<file path="config.mk">
export PLATFORM = sky130hd
export DESIGN_NAME = protclk_ctrl
export DESIGN_NICKNAME = d
export VERILOG_FILES = /design/src/rtl/protclk_pkg.sv /design/src/rtl/protclk_key_reg.sv /design/src/rtl/protclk_settle_cnt.sv /design/src/rtl/protclk_rd_mux.sv /design/src/rtl/protclk_ctrl.sv
export SDC_FILE = /design/constraint.sdc
export NUM_CORES = 1
export LEC_CHECK = 0
export CORE_ASPECT_RATIO = 1.1
export CORE_UTILIZATION = 45
export DETAILED_ROUTE_END_ITERATION = 12
export PLACE_DENSITY_LB_ADDON = 0.15
export SYNTH_ARGS = -nofsm -noshare
export SYNTH_HDL_FRONTEND = slang
export SYNTH_SLANG_ARGS = --single-unit
</file>
<file path="constraint.sdc">
create_clock -name clk -period 3.79 [get_ports clk]
set_clock_uncertainty 0.2 [all_clocks]
set_input_delay 0.758 -clock clk [delete_from_list [all_inputs] [get_ports clk]]
set_output_delay 0.758 -clock clk [all_outputs]
set_load 0.1 [all_outputs]
</file>
<file path="src/rtl/protclk_pkg.sv">
package protclk_pkg;
   localparam logic [7:0] UNLOCK_KEY = 8'h96;
   localparam int OSC_BIT  = 0;
   localparam int SEL_BIT  = 2;
   localparam int HALT_BIT = 3;
endpackage

</file>
<file path="src/rtl/protclk_key_reg.sv">
module protclk_key_reg #(
   parameter int DATA_W = 8,
   parameter logic [DATA_W-1:0] KEY_VAL = DATA_W'(8'h96)
) (
   input  logic              clk,
   input  logic              rst_n,
   input  logic              wr_stb,
   input  logic [DATA_W-1:0] wdata,
   output logic [DATA_W-1:0] key_q,
   output logic              open_o
);
   always_ff @(posedge clk or negedge rst_n) begin
      if (!rst_n)      key_q <= '0;
      else if (wr_stb) key_q <= wdata;
   end

   assign open_o = (key_q == KEY_VAL);
endmodule

</file>
<file path="src/rtl/protclk_settle_cnt.sv">
module protclk_settle_cnt #(
   parameter int TICKS = 98304
) (
   input  logic clk,
   input  logic rst_n,
   input  logic osc_en,
   input  logic ref_tick,
   output logic stable_o
);
   localparam int CNT_W = (TICKS > 1) ? $clog2(TICKS) : 1;
   localparam logic [CNT_W-1:0] LAST = CNT_W'(TICKS - 1);

   logic [CNT_W-1:0] cnt_q;

   always_ff @(posedge clk or negedge rst_n) begin
      if (!rst_n) begin
         cnt_q    <= '0;
         stable_o <= 1'b0;
      end else if (!osc_en) begin
         cnt_q    <= '0;
         stable_o <= 1'b0;
      end else if (ref_tick && !stable_o) begin
         if (cnt_q == LAST) stable_o <= 1'b1;
         else               cnt_q    <= cnt_q + 1'b1;
      end
   end
endmodule

</file>
<file path="src/rtl/protclk_rd_mux.sv">
module protclk_rd_mux #(
   parameter int ADDR_W   = 2,
   parameter int DATA_W   = 8,
   parameter int PWR_ADDR = 0,
   parameter int OPT_ADDR = 1,
   parameter int KEY_ADDR = 2,
   parameter bit RD_REG   = 1'b0
) (
   input  logic              clk,
   input  logic              rst_n,
   input  logic [ADDR_W-1:0] addr,
   input  logic [DATA_W-1:0] pwr_val,
   input  logic [DATA_W-1:0] opt_val,
   input  logic [DATA_W-1:0] key_val,
   output logic [DATA_W-1:0] rdata
);
   logic [DATA_W-1:0] sel_d;

   always_comb begin
      if (addr == ADDR_W'(PWR_ADDR))      sel_d = pwr_val;
      else if (addr == ADDR_W'(OPT_ADDR)) sel_d = opt_val;
      else if (addr == ADDR_W'(KEY_ADDR)) sel_d = key_val;
      else                                sel_d = '0;
   end

   generate
      if (RD_REG) begin : g_reg
         logic [DATA_W-1:0] rd_q;
         always_ff @(posedge clk or negedge rst_n) begin
            if (!rst_n) rd_q <= '0;
            else        rd_q <= sel_d;
         end
         assign rdata = rd_q;
      end else begin : g_comb
         assign rdata = sel_d;
      end
   endgenerate
endmodule

</file>
<file path="src/rtl/protclk_ctrl.sv">
module protclk_ctrl #(
   parameter int ADDR_W       = 2,
   parameter int DATA_W       = 8,
   parameter int PWR_ADDR     = 0,
   parameter int OPT_ADDR     = 1,
   parameter int KEY_ADDR     = 2,
   parameter int SETTLE_TICKS = 98304,
   parameter bit RD_REG       = 1'b0
) (
   input  logic              clk,
   input  logic              rst_n,
   input  logic [ADDR_W-1:0] bus_addr,
   input  logic              bus_we,
   input  logic [DATA_W-1:0] bus_wdata,
   output logic [DATA_W-1:0] bus_rdata,
   input  logic              ref_tick,
   input  logic              hs_osc_on,
   output logic              lso_en,
   output logic              clk_sel_hs,
   output logic              halt2_mode,
   output logic              lso_stable
);
   import protclk_pkg::*;

   generate
      if (DATA_W < 8) begin : g_bad_w
         $error("DATA_W must hold the 8-bit key");
      end
      if (SETTLE_TICKS < 1) begin : g_bad_t
         $error("SETTLE_TICKS must be at least 1");
      end
      if (PWR_ADDR == OPT_ADDR || PWR_ADDR == KEY_ADDR || OPT_ADDR == KEY_ADDR) begin : g_bad_a
         $error("register addresses must differ");
      end
      if (KEY_ADDR >= (1 << ADDR_W) || PWR_ADDR >= (1 << ADDR_W) || OPT_ADDR >= (1 << ADDR_W)) begin : g_bad_r
         $error("address outside ADDR_W range");
      end
   endgenerate

   logic [DATA_W-1:0] key_val;
   logic key_open;
   logic key_wr, pwr_wr, opt_wr;
   logic osc_q, sel_q, halt_q;
   logic osc_nx, sel_nx, halt_nx, sel_req, sel_ok;
   logic [DATA_W-1:0] pwr_view, opt_view;

   assign key_wr = bus_we && (bus_addr == ADDR_W'(KEY_ADDR));
   assign pwr_wr = bus_we && (bus_addr == ADDR_W'(PWR_ADDR)) && key_open;
   assign opt_wr = bus_we && (bus_addr == ADDR_W'(OPT_ADDR)) && key_open;

   protclk_key_reg #(
      .DATA_W (DATA_W),
      .KEY_VAL(DATA_W'(UNLOCK_KEY))
   ) u_key (
      .clk   (clk),
      .rst_n (rst_n),
      .wr_stb(key_wr),
      .wdata (bus_wdata),
      .key_q (key_val),
      .open_o(key_open)
   );

   always_comb begin
      sel_req = bus_wdata[SEL_BIT];
      sel_ok  = hs_osc_on && osc_q && (sel_req || lso_stable);
      sel_nx  = (pwr_wr && sel_ok) ? sel_req : sel_q;
      osc_nx  = pwr_wr ? (bus_wdata[OSC_BIT] | ~sel_nx) : osc_q;
      halt_nx = opt_wr ? bus_wdata[HALT_BIT] : halt_q;
   end

   always_ff @(posedge clk or negedge rst_n) begin
      if (!rst_n) begin
         osc_q  <= 1'b1;
         sel_q  <= 1'b1;
         halt_q <= 1'b0;
      end else begin
         osc_q  <= osc_nx;
         sel_q  <= sel_nx;
         halt_q <= halt_nx;
      end
   end

   protclk_settle_cnt #(
      .TICKS(SETTLE_TICKS)
   ) u_settle (
      .clk     (clk),
      .rst_n   (rst_n),
      .osc_en  (osc_q),
      .ref_tick(ref_tick),
      .stable_o(lso_stable)
   );

   always_comb begin
      pwr_view           = '0;
      pwr_view[OSC_BIT]  = osc_q;
      pwr_view[SEL_BIT]  = sel_q;
      opt_view           = '0;
      opt_view[HALT_BIT] = halt_q;
   end

   protclk_rd_mux #(
      .ADDR_W  (ADDR_W),
      .DATA_W  (DATA_W),
      .PWR_ADDR(PWR_ADDR),
      .OPT_ADDR(OPT_ADDR),
      .KEY_ADDR(KEY_ADDR),
      .RD_REG  (RD_REG)
   ) u_rd (
      .clk    (clk),
      .rst_n  (rst_n),
      .addr   (bus_addr),
      .pwr_val(pwr_view),
      .opt_val(opt_view),
      .key_val(key_val),
      .rdata  (bus_rdata)
   );

   assign lso_en     = osc_q;
   assign clk_sel_hs = sel_q;
   assign halt2_mode = halt_q;
endmodule

</file>
==> Word-level counts from Yosys, hierarchy flattened <==
Cells that the tools add are included.
{ "word_totals": {"mem_bits_rw": 0, "output_inout_bits": 12, "word_cells": 40, "n_memories": 0, "input_bits": 15, "register_bits": 29, "mem_bits_ro": 0, "latchBits": 0} }
{ "classes": {"n_shift": 0, "n_reduce_logical": 14, "n_mul": 0, "div_mod_pow": 0, "mux": 10, "bitwise_logic": 2, "eq_ne": 7, "addsub": 1, "order_cmp": 0} }
{ "op_table": {"columns": ["cell", "count"], "rows": [
  ["two-way mux 17 bit", 3],
  ["two-way mux 8 bit", 3],
  ["adder 17 x 1 -> 17 bit, second input constant", 1],
  ["== test 17 bit, second input constant", 1],
  ["logical AND 1 bit", 9],
  ["== test 8 bit, second input constant", 1],
  ["two-way mux 1 bit", 4],
  ["!= test 2 x 1 -> 1 bit, second input constant", 2],
  ["AND reduction 2 bit", 2],
  ["== test 2 x 1 -> 1 bit, second input constant", 1],
  ["== test 2 bit, second input constant", 1],
  ["zero test 2 bit", 1],
  ["!= test 2 bit, second input constant", 1],
  ["zero test 1 bit", 1],
  ["logical OR 1 bit", 1],
  ["inverter 1 bit", 1],
  ["OR 1 bit", 1]
]} }

==> Depth between registers and ports, before layout <==
Gate-level depths: netlist of the first run.
{ "logic_depth": {"ltp_word": 7, "depth_mapped": 7, "mapped_depth_nobuf": 5} }

==> Hierarchy <==
From an unflattened synthesis of the first run, not the netlist that was laid out.
{ "unflattened": {"hier_cells": 174, "hier_area_um2": 1783.0} }
{ "modules_own_cells": {"columns": ["mod", "seq_area_each_um2", "area_each_um2", "n_inst", "cells_each"], "rows": [
  ["protclk_settle_cnt", 450.4, 1048.5, 1, 118],
  ["protclk_key_reg", 200.2, 357.8, 1, 20],
  ["protclk_rd_mux", 0.0, 197.7, 1, 20],
  ["protclk_ctrl", 77.6, 178.9, 1, 16]
]} }

==> Worst setup path before layout of the first run <==
Ideal clock, no wire load.
{ "synth_timing": {"path_kind": "reg2out", "startpoint": "register halt_q, in the netlist halt2_mode", "endpoint": "output bus_rdata[3]", "n_path_buf": 0, "required_ns": 2.832, "t_arrival_ns": 3.147, "setup_slack_ns": -0.315, "path_stages_with_launch": 3, "path_cell_list": "dfrtp_1 > nand2_1 > o21ai_0"} }
{ "synth_between": {"elab_chain_len": 2} }
{ "synth_rtl": {"columns": ["item", "line", "source"], "rows": [
  ["from (decl)", "protclk_ctrl.sv:43", "logic osc_q, sel_q, halt_q;"],
  ["from (signal assigned)", "protclk_ctrl.sv:79", "halt_q <= halt_nx;"],
  ["two-way mux 8 bit", "protclk_rd_mux.sv:21", "else if (addr == ADDR_W'(OPT_ADDR)) sel_d = opt_val;"],
  ["two-way mux 8 bit", "protclk_rd_mux.sv:20", "if (addr == ADDR_W'(PWR_ADDR)) sel_d = pwr_val;"],
  ["to (decl)", "protclk_ctrl.sv:15", "output logic [DATA_W-1:0] bus_rdata,"]
]} }
No other way between the ends.

==> Worst setup path in the final report of the first run <==
{ "layout_timing": {"startpoint": "input bus_addr[1]", "endpoint": "output bus_rdata[3]"} }
{ "layout_between": {"elab_chain_len": 4, "word_cells_on_any_way": 6, "classes_between": "eq/ne: 2; mux: 3; reduce/logical: 1"} }
{ "layout_rtl": {"columns": ["item", "line", "source"], "rows": [
  ["from (decl)", "protclk_ctrl.sv:12", "input logic [ADDR_W-1:0] bus_addr,"],
  ["== test 2 bit", "protclk_rd_mux.sv:22", "else if (addr == ADDR_W'(KEY_ADDR)) sel_d = key_val;"],
  ["two-way mux 8 bit", "protclk_rd_mux.sv:22", null],
  ["two-way mux 8 bit", "protclk_rd_mux.sv:21", null],
  ["two-way mux 8 bit (*)", "protclk_rd_mux.sv:20", null]
]} }
Every way passes the cells marked *; elsewhere a longest branch is shown, timed or not.

==> flow_summary.yaml, run 1 <==
power:
  pwr-share-seq_pct: 47.4
  comb_power_share_pct: 29.9
  swShare_pct: 35.8
  p_sw_w: 0.000348
  power.total_w: 0.000970
  irDropWorstVdd_v: 0.000260
  pwr_density_cell_mw_per_mm2: 478
  p_int_w: 0.000622
  power.leakage_nw: 0.857
  p_clk_share_pct: 22.7
logic_synthesis:
  dominantRegCellSynth: "dfrtp_1"
  syn-num-nets: 182
  yosysTopAreaCellShare_pct: 41.7
  yosysSeqAreaShare_pct: 44.9
  yosys_register_bits: 29
  synthArstFlopShare_pct: 100
  syn_inst: 166
  ys_types: 39
  synth-edff-count: 0
  avgSynthCellArea_um2: 9.77
  synthTopCellsByArea: "dfrtp_1, mux2i_1, mux2_2, nand2_1, nand2b_1"
  ys_warn_count: 0
  netlist_area_mm2: 0.00162
  yosys.area.top_type: "dfrtp_1"
worst_hold_path:
  hold_path.class: "register to register"
floorplanning:
  dieHeight_um: 65.0
  pin_count: 27
  dieWidth_um: 59.2
  die_area_mm2: 0.00385
  start_util_pct: 47.9
  core-area_mm2: 0.00339
  rows: 22
cts:
  cts-htree-levels: 2
  cts_made_buffers: 5
  cts-resized-gates: 0
  clockRootBuffer: "clkbuf_4"
  cts_setup_buffers: 0
  hold_buffers: 0
  cts_tree: "built"
  clkLatencyLatePin_ns: 0.33
  cts_max_path_buffers: 2
  cts.sink_count: 29
  clk_pin_slew_ns: 0.09
timing:
  final.setup.tns_ns: 0
  max_slew_margin_pct: 35.5
  setup_viol: 0
  final_hold_viol_count: 0
  finalCritPeriodShare_pct: 82.6
  layout_min_cycle_time_ns: 3.13
  clock.fmax_mhz: 319
  whs_ns: 0.322
  tightestPinTransition_ns: 0.965
  drv_slew: 0
  rsz0062_at_grt: "no"
worst_setup_path:
  cpPeakStageDelay_ns: 0.58
  path_delay_family: "buffers and inverters"
  cp.depth: 5
  worstPathArrival_ns: 2.17
  crit_start: "bus_addr[1]"
  crit_type: "input port to output pin"
  r2r_start: "u_settle.cnt_q[0]"
  slowest_stage: "clkdlybuf4s50_1"
  crit_required_ns: 2.83
  crit_chain: "clkdlybuf4s50_1 -> nor2b_1 -> nand2_1 -> o21ai_1 -> buf_12"
  cp.buffers_inverters: 2
  r2r_cells: 5
  reg2reg_to: "u_settle.cnt_q[11]"
  cp-end-kind: "output pin"
  r2r_setup_slack_ns: 1.66
  cp-start-kind: "input port"
  crit_path_end: "bus_rdata[3]"
  critPathMaxFanout: 7
cells_and_area:
  n_fill_cell: 300
  nNetsFinal: 209
  area_delta_synth_final_pct: 25.0
  diodes: 0
  drive_above_1_share_pct: 17.0
  final_cell_mix: "dfrtp_1, nand2_1, clkdlybuf4s50_1"
  design_area_mm2: 0.00203
  final_common_cell: "dfrtp_1"
detailed_routing:
  vias: 1361
  routed_wl_um: 3500
  first_pass_iters: 4
  first_iter_violations: 79
  drcViolationCount: 0
  vias_per_cell: 5.62
  antenna_left: 0
  wl_per_cell_um: 14.5
grt:
  grt_pass1_wl_um: 6020
  grt-ovfl-total: 0
  grt_max_degree: 31
  track_usage_pct: 21.2
  antenna_found_initial: 0
  grt_pass1_vias: 1382
placement:
  postPlaceCellArea_mm2: 0.00196
  dp_hpwl_um: 2450
  portBuffers: 26
  place_congestion: 0.850
job:
  cap_violations: 0
run_status:
  status: "finished clean"
-- metrics by stage --
stage / worst slack (ns) / cells / util [%]
floorplan: 0.0118 / 166 / -
global placement: 0.725 / 234 / 57.8
detailed placement: 0.670 / 234 / 57.8
CTS: 0.656 / 242 / 59.9
global route: 0.573 / 242 / 59.9
finish: 0.659 / 242 / 59.9
-- sequential cells by signal (all words and copies together), names as in the netlist --
signal and cells:
lso_en 1, clk_sel_hs 1, u_settle.cnt_q 17, u_key.key_q 8, u_settle.stable_o 1, halt2_mode 1
-- power by group through the flow --
| stage | clock network (W) | logic (W) | registers, W |
|---|---|---|---|
| final | 0.000220 | 0.000290 | 0.000459 |
| after global routing | 0.000244 | 0.000321 | 0.000471 |
| after CTS | 0.000229 | 0.000293 | 0.000457 |
| after detailed placement | 0 | 0.000292 | 0.000463 |
| after global placement | 0 | 0.000280 | 0.000459 |
| after floorplan | 0 | 0.000218 | 0.000442 |
-- cell usage after synthesis (5+ instances only) --
cell type	n
mux2_2	9
nand2_1	23
a21oi_1	11
nand4_1	7
nand2b_1	11
dfrtp_1	27
mux2i_1	13
and2_1	8
o21ai_0	5
nand3_1	6
-- logic make-up after synthesis --
group	after synthesis	share of synthesized area [%]
simple gates	79	27.5
flops	29	44.9
buf+inv	9	2.93
fa+ha+maj	1	0.771
compound gates	26	9.57
mux	22	14.3
-- worst reg2reg max path: cells and delay by family, from the launching register on --
kind	cells	cell delay, ns
AO/OA/AOI/OAI	1	0.15
adder cells (fa/ha/maj)	1	0.24
flip-flops	1	0.43
AND/OR/NAND/NOR	3	1.05
-- layer usage --
layer	up-vias	track usage [%]	share of wire, %
met5	-	0	0
met2	43	35.8	50
met1	658	23.7	43
met3	4	6.39	5.3
li1	656	-	-
met4	0	10.4	1.7
-- worst min path at each step --
stage / depth (start not counted) / to / from
after global routing: 1 / u_settle.cnt_q[14] / u_settle.cnt_q[14]
after detailed placement: 1 / u_settle.cnt_q[14] / u_settle.cnt_q[14]
after global placement: 1 / u_settle.cnt_q[14] / u_settle.cnt_q[14]
final: 1 / u_settle.cnt_q[14] / u_settle.cnt_q[14]
after CTS: 1 / u_settle.cnt_q[14] / u_settle.cnt_q[14]
after floorplan: 1 / u_settle.cnt_q[14] / u_settle.cnt_q[14]
-- layout make-up --
class / instances / area, um^2 / share of cell area [%]
Clock buffer: 7 / 65.1 / 3.21
Clock inverter: 1 / 5.00 / 0.247
Inverter: 2 / 7.51 / 0.370
Multi-Input combinational cell: 128 / 846 / 41.7
Sequential cell: 29 / 728 / 35.9
Tap cell: 48 / 60.1 / 2.96
Timing Repair Buffer: 27 / 315 / 15.6
No activity file was read; power rests on OpenSTA's default activity.
==> run 2, diff against run 1 <==
==> constraint.sdc (replaced) <==
create_clock -name clk -period 2.6 [get_ports clk]
set_clock_uncertainty 0.2 [all_clocks]
set_input_delay 0.52 -clock clk [delete_from_list [all_inputs] [get_ports clk]]
set_output_delay 0.52 -clock clk [all_outputs]
set_load 0.1 [all_outputs]
==> run 2 against run 1 <==
  * Sequential share of layout area down 0.73 points
  * Via count shrank 0.29%
  * Critical endpoint is now bus_rdata[6]
  * Sequential cell count unchanged
  * Highest routed layer unchanged
  * First-iteration DRC count is 34% higher
  * Routed wire length down 0.91%
  * Largest power group unchanged
==> flow_summary.yaml, run 2 (synthesis gave the netlist of run 1 again) <==
worst_setup_path:
  cp-start-kind: "input port"
  crit_required_ns: 1.88
  r2r_start: "u_settle.cnt_q[0]"
  critPathMaxFanout: 7
  slowest_stage: "clkdlybuf4s50_1"
  reg2reg_to: "u_settle.cnt_q[11]"
  crit_type: "input port to output pin"
  cp-end-kind: "output pin"
  worstPathArrival_ns: 1.73
  r2r_setup_slack_ns: 0.42
  crit_chain: "clkdlybuf4s50_1 -> nor2b_1 -> and2_1 -> buf_12"
  cpPeakStageDelay_ns: 0.47
  r2r_cells: 5
cts:
  cts.sink_count: 29
  cts_made_buffers: 5
  cts_tree: "built"
  cts-htree-levels: 2
  cts_max_path_buffers: 2
  cts_setup_buffers: 0
  cts-resized-gates: 0
  hold_buffers: 0
  clk_pin_slew_ns: 0.11
  clockRootBuffer: "clkbuf_4"
  clkLatencyLatePin_ns: 0.33
floorplanning:
  rows: 22
  start_util_pct: 47.9
  dieHeight_um: 65.0
  core-area_mm2: 0.00339
  dieWidth_um: 59.2
  pin_count: 27
  die_area_mm2: 0.00385
grt:
  grt_pass1_wl_um: 6100
  grt_max_degree: 31
  track_usage_pct: 21.1
  grt-ovfl-total: 0
  antenna_found_initial: 0
  grt_pass1_vias: 1414
cells_and_area:
  final_common_cell: "dfrtp_1"
  post-route-util_pct: 61.4
  area_delta_synth_final_pct: 28.2
  drive_above_1_share_pct: 19.9
  final_cell_mix: "dfrtp_1, nand2_1, clkdlybuf4s50_1"
  regMostFlops: "u_settle.cnt_q"
  finalNonFillerCells: 244
  largest_reg_flops: 17
  n_fill_cell: 301
  diodes: 0
  reg_top3: "u_settle.cnt_q: 17 flops, u_key.key_q: 8 flops"
  nNetsFinal: 211
power:
  pwr_density_cell_mw_per_mm2: 660
  power.leakage_nw: 0.875
  power.total_w: 0.00137
  irDropWorstVdd_v: 0.000356
timing:
  clock.fmax_mhz: 408
  drv_slew: 0
  max_slew_margin_pct: 71.1
  final_hold_viol_count: 0
  rsz0062_at_grt: "no"
  layout_min_cycle_time_ns: 2.45
  tightestPinTransition_ns: 0.428
  finalCritPeriodShare_pct: 94.3
  setup_viol: 0
worst_hold_path:
  hold_path.class: "register to register"
  min-delay-start: "u_settle.cnt_q[14]"
  holdPathEnd: "u_settle.cnt_q[14]"
  hold_depth: 1
detailed_routing:
  wl_per_cell_um: 14.2
  vias_per_cell: 5.56
  first_iter_violations: 106
  vias: 1357
  routed_wl_um: 3470
  antenna_left: 0
  first_pass_iters: 5
  drcViolationCount: 0
placement:
  dp_hpwl_um: 2570
  place_congestion: 0.805
  portBuffers: 26
  dp.cells: 236
job:
  cap_violations: 0
run_status:
  status: "finished clean"
[run 2: how the worst max path moves through the flow]
stage	startpoint	endpoint	slack, ns	cells past startpoint
after floorplan	halt2_mode	bus_rdata[3]	-0.02	2
after global placement	bus_addr[1]	bus_rdata[6]	0.16	4
after detailed placement	bus_addr[1]	bus_rdata[5]	0.14	4
after CTS	bus_addr[1]	bus_rdata[5]	0.14	4
after global routing	bus_addr[1]	bus_rdata[1]	0.06	4
final	bus_addr[1]	bus_rdata[6]	0.15	4
[run 2: cell type report]
| type | instances | area [um^2] | area share [%] |
|---|---|---|---|
| flip-flops and latches | 29 | 732 | 35.2 |
| clock buffers | 5 | 37.5 | 1.81 |
| clock inverters | 3 | 17.5 | 0.842 |
| well taps | 48 | 60.1 | 2.89 |
| multi-input cells | 128 | 860 | 41.3 |
| repair buffers | 29 | 365 | 17.6 |
| inverters | 2 | 7.51 | 0.361 |
[run 2: worst max-delay path: cells and delay by family]
family                 cells  cell delay, ns
AND/OR/NAND/NOR            2            0.55
buffers and inverters      2            0.66
[run 2: power breakdown]
part	switching, W	total (W)	internal, W
sequential	0.000114	0.000669	0.000555
combinational	0.000232	0.000437	0.000206
clock	0.000164	0.000266	0.000102
total	0.000510	0.00137	0.000863
[run 2: per-stage QoR]
step	instance area [um^2]	hold slack, ns	setup TNS, ns	setup slack, ns
4_1_cts	2080	0.295	0	0.138
6_report	2080	0.292	0	0.147
5_1_grt	2080	0.338	0	0.0558
3_5_place_dp	2020	0.285	0	0.144
3_3_place_gp	2020	0.261	0	0.159
2_1_floorplan	1640	0.0244	-0.0248	-0.0248
[run 2: per-layer routing]
metal	routed length [um]	track usage (%)
met5	0	0
met4	37	7.74
met3	124	4.59
met2	1810	36.9
met1	1490	24.6
==> run 3, diff against run 2 <==
--- a/config.mk
+++ b/config.mk
@@ -6,7 +6,7 @@
 export NUM_CORES = 1
 export LEC_CHECK = 0
 export CORE_ASPECT_RATIO = 1.1
-export CORE_UTILIZATION = 45
+export CORE_UTILIZATION = 47
 export DETAILED_ROUTE_END_ITERATION = 12
 export PLACE_DENSITY_LB_ADDON = 0.15
 export SYNTH_ARGS = -nofsm -noshare
==> run 3 against run 2 <==
  * Cell area up 0.90%
  * Setup slack got worse by 0.046 ns
  * Register-to-register slack improved by 0.03 ns
  * Worst hold slack better by 0.025 ns
  * Largest cell class unchanged
==> flow_summary.yaml, run 3 (synthesis gave the netlist of run 1 again) <==
job:
  cap_violations: 0
cts:
  hold_buffers: 0
  clk_pin_slew_ns: 0.11
  clkLatencyLatePin_ns: 0.34
  cts_max_path_buffers: 2
  cts_made_buffers: 5
  cts-htree-levels: 2
  clockRootBuffer: "clkbuf_4"
  cts-resized-gates: 0
  cts_setup_buffers: 0
  cts_tree: "built"
  cts.sink_count: 29
grt:
  antenna_found_initial: 0
  track_usage_pct: 22.4
  grt_max_degree: 31
  grt_pass1_vias: 1445
  grt_pass1_wl_um: 6250
  grt-ovfl-total: 0
detailed_routing:
  first_pass_iters: 4
  first_iter_violations: 65
  routed_wl_um: 3730
  vias_per_cell: 5.94
  antenna_left: 0
  vias: 1379
  drcViolationCount: 0
  wl_per_cell_um: 16.1
timing:
  tightestPinTransition_ns: 0.462
  whs_ns: 0.317
  drv_slew: 0
  setup_viol: 0
  max_slew_margin_pct: 68.8
  final_hold_viol_count: 0
  layout_min_cycle_time_ns: 2.50
  clock.fmax_mhz: 400
  rsz0062_at_grt: "no"
  finalCritPeriodShare_pct: 96.1
cells_and_area:
  regMostFlops: "u_settle.cnt_q"
  largest_reg_flops: 17
  final_common_cell: "dfrtp_1"
  post-route-util_pct: 63.5
  final_cell_mix: "dfrtp_1, nand2_1, clkdlybuf4s50_1"
  diodes: 0
  nNetsFinal: 211
  n_fill_cell: 282
  reg_top3: "u_settle.cnt_q: 17 flops, u_key.key_q: 8 flops"
  area_delta_synth_final_pct: 29.4
  drive_above_1_share_pct: 19.9
placement:
  dp_hpwl_um: 2670
  portBuffers: 26
  place_congestion: 0.785
worst_setup_path:
  cp-end-kind: "output pin"
  critPathMaxFanout: 7
  crit_type: "input port to output pin"
  crit_required_ns: 1.88
  r2r_setup_slack_ns: 0.45
  worstPathArrival_ns: 1.78
  cp-start-kind: "input port"
power:
  pwr_density_cell_mw_per_mm2: 722
  power.total_w: 0.00151
  irDropWorstVdd_v: 0.000389
  power.leakage_nw: 0.889
floorplanning:
  core-area_mm2: 0.00330
  dieHeight_um: 63.6
  rows: 22
  die_area_mm2: 0.00369
  pin_count: 27
  dieWidth_um: 58.0
  start_util_pct: 49.1
run_status:
  status: "finished clean"
worst_hold_path:
  hold_path.class: "register to register"
[run 3: cell count changes in the layout (fill, tap and decap cells not counted), sizes merged]
cell | before | now
clkbuf | 5 | 6
clkinv | 2 | 0
bufinv | 0 | 1
[run 3: cell type report]
class	count	area, um^2	share of cell area, %
Inverter	2	7.51	0.358
Sequential cell	29	732	34.9
Clock inverter	2	37.5	1.79
Clock buffer	6	51.3	2.44
Timing Repair Buffer	29	365	17.4
Multi-Input combinational cell	128	860	41.0
Tap cell	36	45.0	2.15
[run 3: final timing paths]
check / startpoint / to / cells after the start
setup reg to reg: u_settle.cnt_q[0] / u_settle.cnt_q[11] / 5
hold / removal: u_settle.cnt_q[14] / u_settle.cnt_q[14] / 1
hold reg to reg: u_settle.cnt_q[14] / u_settle.cnt_q[14] / 1
max in group asynchronous: rst_n / clk_sel_hs / 2
setup / recovery: bus_addr[1] / bus_rdata[5] / 4
min in group asynchronous: rst_n / u_settle.cnt_q[16] / 2
[run 3: critical path: stages]
cell	delay, ns
clkdlybuf4s50_1	0.47
nor2b_1	0.35
and2_1	0.25
buf_12	0.19
[run 3: per-stage QoR]
step                setup slack, ns  TNS (ns)  cells  area [um^2]
finish                        0.102         0    232         2100
global route                 0.0329         0    232         2100
CTS                          0.0694         0    232         2100
detailed placement           0.0735         0    224         2010
global placement              0.171         0    224         2010
floorplan                   -0.0248   -0.0248    166         1640
[run 3: metal layers]
metal	vias up	GRT usage, %	wire length (um)
li1	662	-	-
met1	670	23.3	1500
met2	39	39.5	1950
met3	8	6.16	200
met4	0	12.8	73
met5	-	0	0
[run 3: power breakdown]
group          internal, W  switching (W)  leakage, nW
sequential        0.000555       0.000117        0.346
combinational     0.000207       0.000238        0.498
clock             0.000228       0.000169       0.0445
